**src/rtl/disp_scan_pkg.sv**
```systemverilog
package disp_scan_pkg;
  localparam int unsigned ADDR_W     = 7;
  localparam int unsigned ONE_LEN    = 80;
  localparam int unsigned TWO_LEN    = 40;
  localparam int unsigned LINE2_BASE = 64;

  // line length of the active layout
  function automatic logic [ADDR_W-1:0] line_len(input logic two);
    return two ? ADDR_W'(TWO_LEN) : ADDR_W'(ONE_LEN);
  endfunction
endpackage

```
**src/rtl/dsa_shift_offset.sv**
```systemverilog
module dsa_shift_offset
  import disp_scan_pkg::*;
#(
  parameter int unsigned W = ADDR_W
) (
  input  logic         clk,
  input  logic         rst_n,
  input  logic         two_line,
  input  logic         step_fwd,
  input  logic         step_back,
  input  logic         home,
  output logic [W-1:0] off_eff
);
  logic [W-1:0] off_q;
  logic [W-1:0] len;

  // reduce a stored offset into the active line length
  always_comb begin
    len     = W'(line_len(two_line));
    off_eff = (off_q >= len) ? off_q - len : off_q;
  end

  always_ff @(posedge clk or negedge rst_n) begin
    if (!rst_n) begin
      off_q <= '0;
    end else if (home) begin
      off_q <= '0;
    end else if (step_fwd && !step_back) begin
      off_q <= (off_eff == len - W'(1)) ? '0 : off_eff + W'(1);
    end else if (step_back && !step_fwd) begin
      off_q <= (off_eff == '0) ? len - W'(1) : off_eff - W'(1);
    end
  end
endmodule

```
**src/rtl/dsa_scan_seq.sv**
```systemverilog
module dsa_scan_seq
  import disp_scan_pkg::*;
#(
  parameter int unsigned W = ADDR_W
) (
  input  logic         clk,
  input  logic         rst_n,
  input  logic         start,
  input  logic         cfg_two,
  input  logic [W-1:0] cfg_cols,
  input  logic [W-1:0] cfg_off,
  input  logic         ready,
  output logic         valid,
  output logic [W-1:0] col,
  output logic         line,
  output logic         snap_two,
  output logic [W-1:0] snap_off
);
  logic         busy;
  logic [W-1:0] snap_cols;
  logic [W-1:0] len;
  logic [W-1:0] cols_c;
  logic         last_col;

  always_comb begin
    len      = W'(line_len(cfg_two));
    cols_c   = (cfg_cols > len) ? len : cfg_cols;
    last_col = (col == snap_cols - W'(1));
  end

  assign valid = busy;

  always_ff @(posedge clk or negedge rst_n) begin
    if (!rst_n) begin
      busy      <= 1'b0;
      col       <= '0;
      line      <= 1'b0;
      snap_two  <= 1'b0;
      snap_off  <= '0;
      snap_cols <= '0;
    end else if (!busy) begin
      if (start && cols_c != '0) begin
        busy      <= 1'b1;
        col       <= '0;
        line      <= 1'b0;
        snap_two  <= cfg_two;
        snap_off  <= cfg_off;
        snap_cols <= cols_c;
      end
    end else if (ready) begin
      if (last_col) begin
        col <= '0;
        if (line || !snap_two) busy <= 1'b0;
        else                   line <= 1'b1;
      end else begin
        col <= col + W'(1);
      end
    end
  end
endmodule

```
**src/rtl/dsa_addr_map.sv**
```systemverilog
module dsa_addr_map
  import disp_scan_pkg::*;
#(
  parameter int unsigned W = ADDR_W
) (
  input  logic         two,
  input  logic         line,
  input  logic [W-1:0] col,
  input  logic [W-1:0] off,
  output logic [W-1:0] addr
);
  logic [W:0] sum;
  logic [W:0] len_x;
  logic [W:0] wrapped;

  always_comb begin
    sum     = {1'b0, col} + {1'b0, off};
    len_x   = {1'b0, W'(line_len(two))};
    wrapped = (sum >= len_x) ? sum - len_x : sum;
    addr    = wrapped[W-1:0] + (line ? W'(LINE2_BASE) : '0);
  end
endmodule

```
**src/rtl/disp_addr_scanner.sv**
```systemverilog
module disp_addr_scanner
  import disp_scan_pkg::*;
(
  input  logic              clk,
  input  logic              rst_n,
  input  logic              two_line,
  input  logic [ADDR_W-1:0] vis_cols,
  input  logic              shift_left,
  input  logic              shift_right,
  input  logic              home,
  input  logic              scan_start,
  output logic              out_valid,
  input  logic              out_ready,
  output logic [ADDR_W-1:0] out_addr,
  output logic              out_line,
  output logic [ADDR_W-1:0] out_col
);
  logic [ADDR_W-1:0] off_eff;
  logic [ADDR_W-1:0] snap_off;
  logic              snap_two;

  dsa_shift_offset #(.W(ADDR_W)) u_off (
    .clk(clk), .rst_n(rst_n), .two_line(two_line),
    .step_fwd(shift_left), .step_back(shift_right), .home(home),
    .off_eff(off_eff)
  );

  dsa_scan_seq #(.W(ADDR_W)) u_seq (
    .clk(clk), .rst_n(rst_n), .start(scan_start),
    .cfg_two(two_line), .cfg_cols(vis_cols), .cfg_off(off_eff),
    .ready(out_ready), .valid(out_valid), .col(out_col), .line(out_line),
    .snap_two(snap_two), .snap_off(snap_off)
  );

  dsa_addr_map #(.W(ADDR_W)) u_map (
    .two(snap_two), .line(out_line), .col(out_col), .off(snap_off),
    .addr(out_addr)
  );
endmodule

```
**config.mk**
```make
export PLATFORM = sky130hd
export DESIGN_NAME = disp_addr_scanner
export DESIGN_NICKNAME = d
export VERILOG_FILES = /design/src/rtl/disp_scan_pkg.sv /design/src/rtl/dsa_shift_offset.sv /design/src/rtl/dsa_scan_seq.sv /design/src/rtl/dsa_addr_map.sv /design/src/rtl/disp_addr_scanner.sv
export SDC_FILE = /design/constraint.sdc
export NUM_CORES = 1
export LEC_CHECK = 0
export CAP_MARGIN = 20
export CORE_UTILIZATION = 55
export CTS_CLUSTER_DIAMETER = 200
export DETAILED_ROUTE_END_ITERATION = 8
export GPL_TIMING_DRIVEN = 0
export HOLD_SLACK_MARGIN = 0.1
export PLACE_DENSITY = 0.78
export SLEW_MARGIN = 20
export SYNTH_ARGS = -nofsm -noshare
export SYNTH_HDL_FRONTEND = slang
export SYNTH_SLANG_ARGS = --single-unit
```
**constraint.sdc**
```tcl
create_clock -name clk -period 5.24 [get_ports clk]
set_input_delay 0.786 -clock clk [delete_from_list [all_inputs] [get_ports clk]]
set_output_delay 0.786 -clock clk [all_outputs]
set_load 0.05 [all_outputs]
```
==> results.yml, run 1 <==
worst_setup_path:
  ff2ff_setup_slack_ns: 2.23
  rr_worst_depth: 9
  criticalPathCategory: "reg -> out"
  end_kind: "output pin"
  slowest_delay_ns: 0.48
  rr_endpoint: "u_off.off_q[4]"
  worstPathRequired_ns: 4.45
  arrival_ns: 4.23
  critPathSlowestCell: "dfrtp_2"
  crit_fanout: 6
  start_kind: "flip-flop"
  cpLargestDelayFamily: "adder cells"
  worstPathCellList: "ha_1, fa_1, a21o_1, a21oi_1, xnor2_1, inv_1, ha_1, or3b_2, or3_1, a31oi_1, a311oi_2, mux2i_1, xnor2_1, clkbuf_4"
  r2r-start: "u_off.off_q[3]"
  path_buf_inv: 2
clocking:
  clk_path_buf_depth: 2
  clkTransAtPathRegs_ns: 0.07
  htreeDepth: 2
  hold_buffers: 0
  tritoncts: "done"
  cts_setup_buffers: 0
  cts.sinks: 31
  numCtsBuffers: 5
  clkLatencyLatePin_ns: 0.28
  cts_root_buf: "clkbuf_8"
hold_path:
  holdCritStartpoint: "u_seq.snap_off[3]"
  holdPathStages: 1
  min_to: "u_seq.snap_off[3]"
  hold_class: "reg -> reg"
placed_design:
  dp_hpwl_um: 5200
  port_buffers: 30
  place.gp.congestion: 0.875
routing:
  vias_per_cell: 6.15
  num_vias: 2651
  drt_first_pass_iters: 4
  drc: 0
  drt-initial-drc-count: 100
  wirelength_um: 6680
  ant_nets: 0
  wl_per_cell_um: 15.5
logic_synthesis:
  ys.flop_type: "dfrtp_1"
  synth-seq-area-share_pct: 27.0
  synth_edf_count: 0
  syn_nets: 369
  synth_top_area_share_pct: 27.0
  ys_seq_elements: 31
  synthCells: 327
  synth.most_common_cell: "dfrtp_1"
  synth_top_area_cell: "dfrtp_1"
  yosysUniqueCellTypes: 59
  syn_area_sq_um: 2870
  avgSynthCellArea_sq_um: 8.78
  synthTopCellsByArea: "dfrtp_1 27%, ha_1 10%, mux2i_1 5.2%"
  async_reset_ff_share_pct: 100
  ys_top_cells_by_count: "31 x dfrtp_1, 27 x inv_1, 27 x o21ai_0"
  yosysWarningCount: 0
grt:
  gr-max-usage-layer: "met2"
  grt.overflow.total: 0
  globalRouteMet3Util_pct: 3.52
  grt_pass1_vias: 2564
  grtUsageMet1_pct: 31.9
  antenna_found_initial: 0
  grt_usage_pct: 26.6
  grt_use_met2_pct: 49.3
  grt_pass1_wl_um: 11300
  grt_max_degree: 32
floorplan:
  die_w_um: 74.3
  num_rows: 25
  die_area_sq_um: 5510
  io_pins: 31
  start_util_pct: 58.8
  die_h_um: 74.3
  core_region_area_sq_um: 4880
status:
  status: "finished clean"
sta:
  slew_violations: 0
  fin_hold_ws_ns: 0.515
  min_period_ns: 5.02
  fin_skew_ns: 0.00587
  setup_violations: 0
  relSlewSlack_pct: 39.4
  rsz0062_at_grt: "no"
  final_hold_viol_count: 0
  post-route-period-util_pct: 95.7
  tightest_slew_ns: 0.902
  fmaxAchievable_ghz: 0.199
cells_and_area:
  drive_gt1_share_pct: 9.34
  fin_nets: 406
  diodes: 0
  area_delta_synth_final_pct: 15.9
flow_run:
  max-cap-violations: 0
area by class of cell:
| cell class | instances | area, sq um |
|---|---|---|
| multi-input combinational | 263 | 1970 |
| fill | 423 | 1550 |
| sequential | 31 | 777 |
| tap | 67 | 83.8 |
| clock inverter | 1 | 5.00 |
| timing repair buffer | 30 | 278 |
| buffer | 6 | 26.3 |
| clock buffer | 6 | 82.6 |
| inverter | 27 | 101 |
registers in the layout, indices dropped and copies added (netlist names):
register and flops:
u_off.off_q 7, u_seq.col 7, u_seq.line 1, u_seq.snap_cols 7, u_seq.snap_off 7, u_seq.snap_two 1, u_seq.valid 1
how the worst max path moves through the flow:
stage	from	cells past startpoint	slack (ns)	endpoint
floorplan	u_seq.col[0]	13	0.14	out_addr[6]
global placement	u_seq.col[0]	14	-0.09	out_addr[6]
detailed placement	u_seq.col[0]	14	-0.13	out_addr[6]
CTS	u_seq.col[0]	14	0.04	out_addr[6]
global route	u_seq.col[0]	14	0.04	out_addr[6]
finish	u_seq.col[0]	14	0.22	out_addr[6]
per-stage QoR:
| step | TNS [ns] | area, sq um | utilization, % | instances | setup WS [ns] |
|---|---|---|---|---|---|
| final | 0 | 3330 | 68.2 | 431 | 0.224 |
| after global routing | 0 | 3330 | 68.2 | 431 | 0.0419 |
| after CTS | 0 | 3340 | 68.5 | 431 | 0.0420 |
| after detailed placement | -0.126 | 3250 | 66.6 | 424 | -0.126 |
| after global placement | -0.0904 | 3260 | 66.7 | 424 | -0.0904 |
| after floorplan | 0 | 2870 | - | 327 | 0.145 |
metal layers:
layer / vias to the layer above / share of wire, %
li1: 1302 / -
met1: 1267 / 44
met2: 70 / 51
met3: 12 / 3.8
met4: 0 / 1.5
met5: - / 0
layout by cell type (no fill, tap or decap), types with 5 or more instances in the layout:
cell type / n
nor2_1: 18
o21ai_0: 27
o31ai_1: 5
nand3_1: 10
xnor2_1: 7
clkdlybuf4s50_1: 25
o221ai_1: 5
xor2_1: 11
ha_1: 24
inv_1: 27
mux2i_1: 15
dfrtp_1: 30
clkbuf_8: 6
or3_1: 7
nor3_1: 14
a21oi_1: 14
nand2b_1: 5
nand2_1: 19
mux2_2: 10
logic make-up after synthesis:
kind of cell               after synthesis  share of synthesized area [%]
buffers and inverters                   33                           4.44
DFF                                     31                           27.0
muxes                                   25                           9.15
and+or+nand+nor                        103                           19.1
AOI/OAI and AO/OA                       89                           21.5
xor gates and xnor gates                19                           6.27
adders and majority gates               27                           12.5
what timing repair did:
item	4_1_cts	5_1_grt
hold endpoints to repair	0	0
endpoints found under the setup margin	4	4
resized for setup	7	10
cloned	0	0
Power of run 1 is not shown: default switching activity piles up to over one toggle a cycle in this logic, so the estimate is an artifact.
==> inputs of run 2 (changes only) <==
- CAP_MARGIN: 20 -> default
==> results of run 2 <==
Same layout as run 1: the final DEF is identical, and so are final timing and power.
Power of run 2 is left out for the same reason.
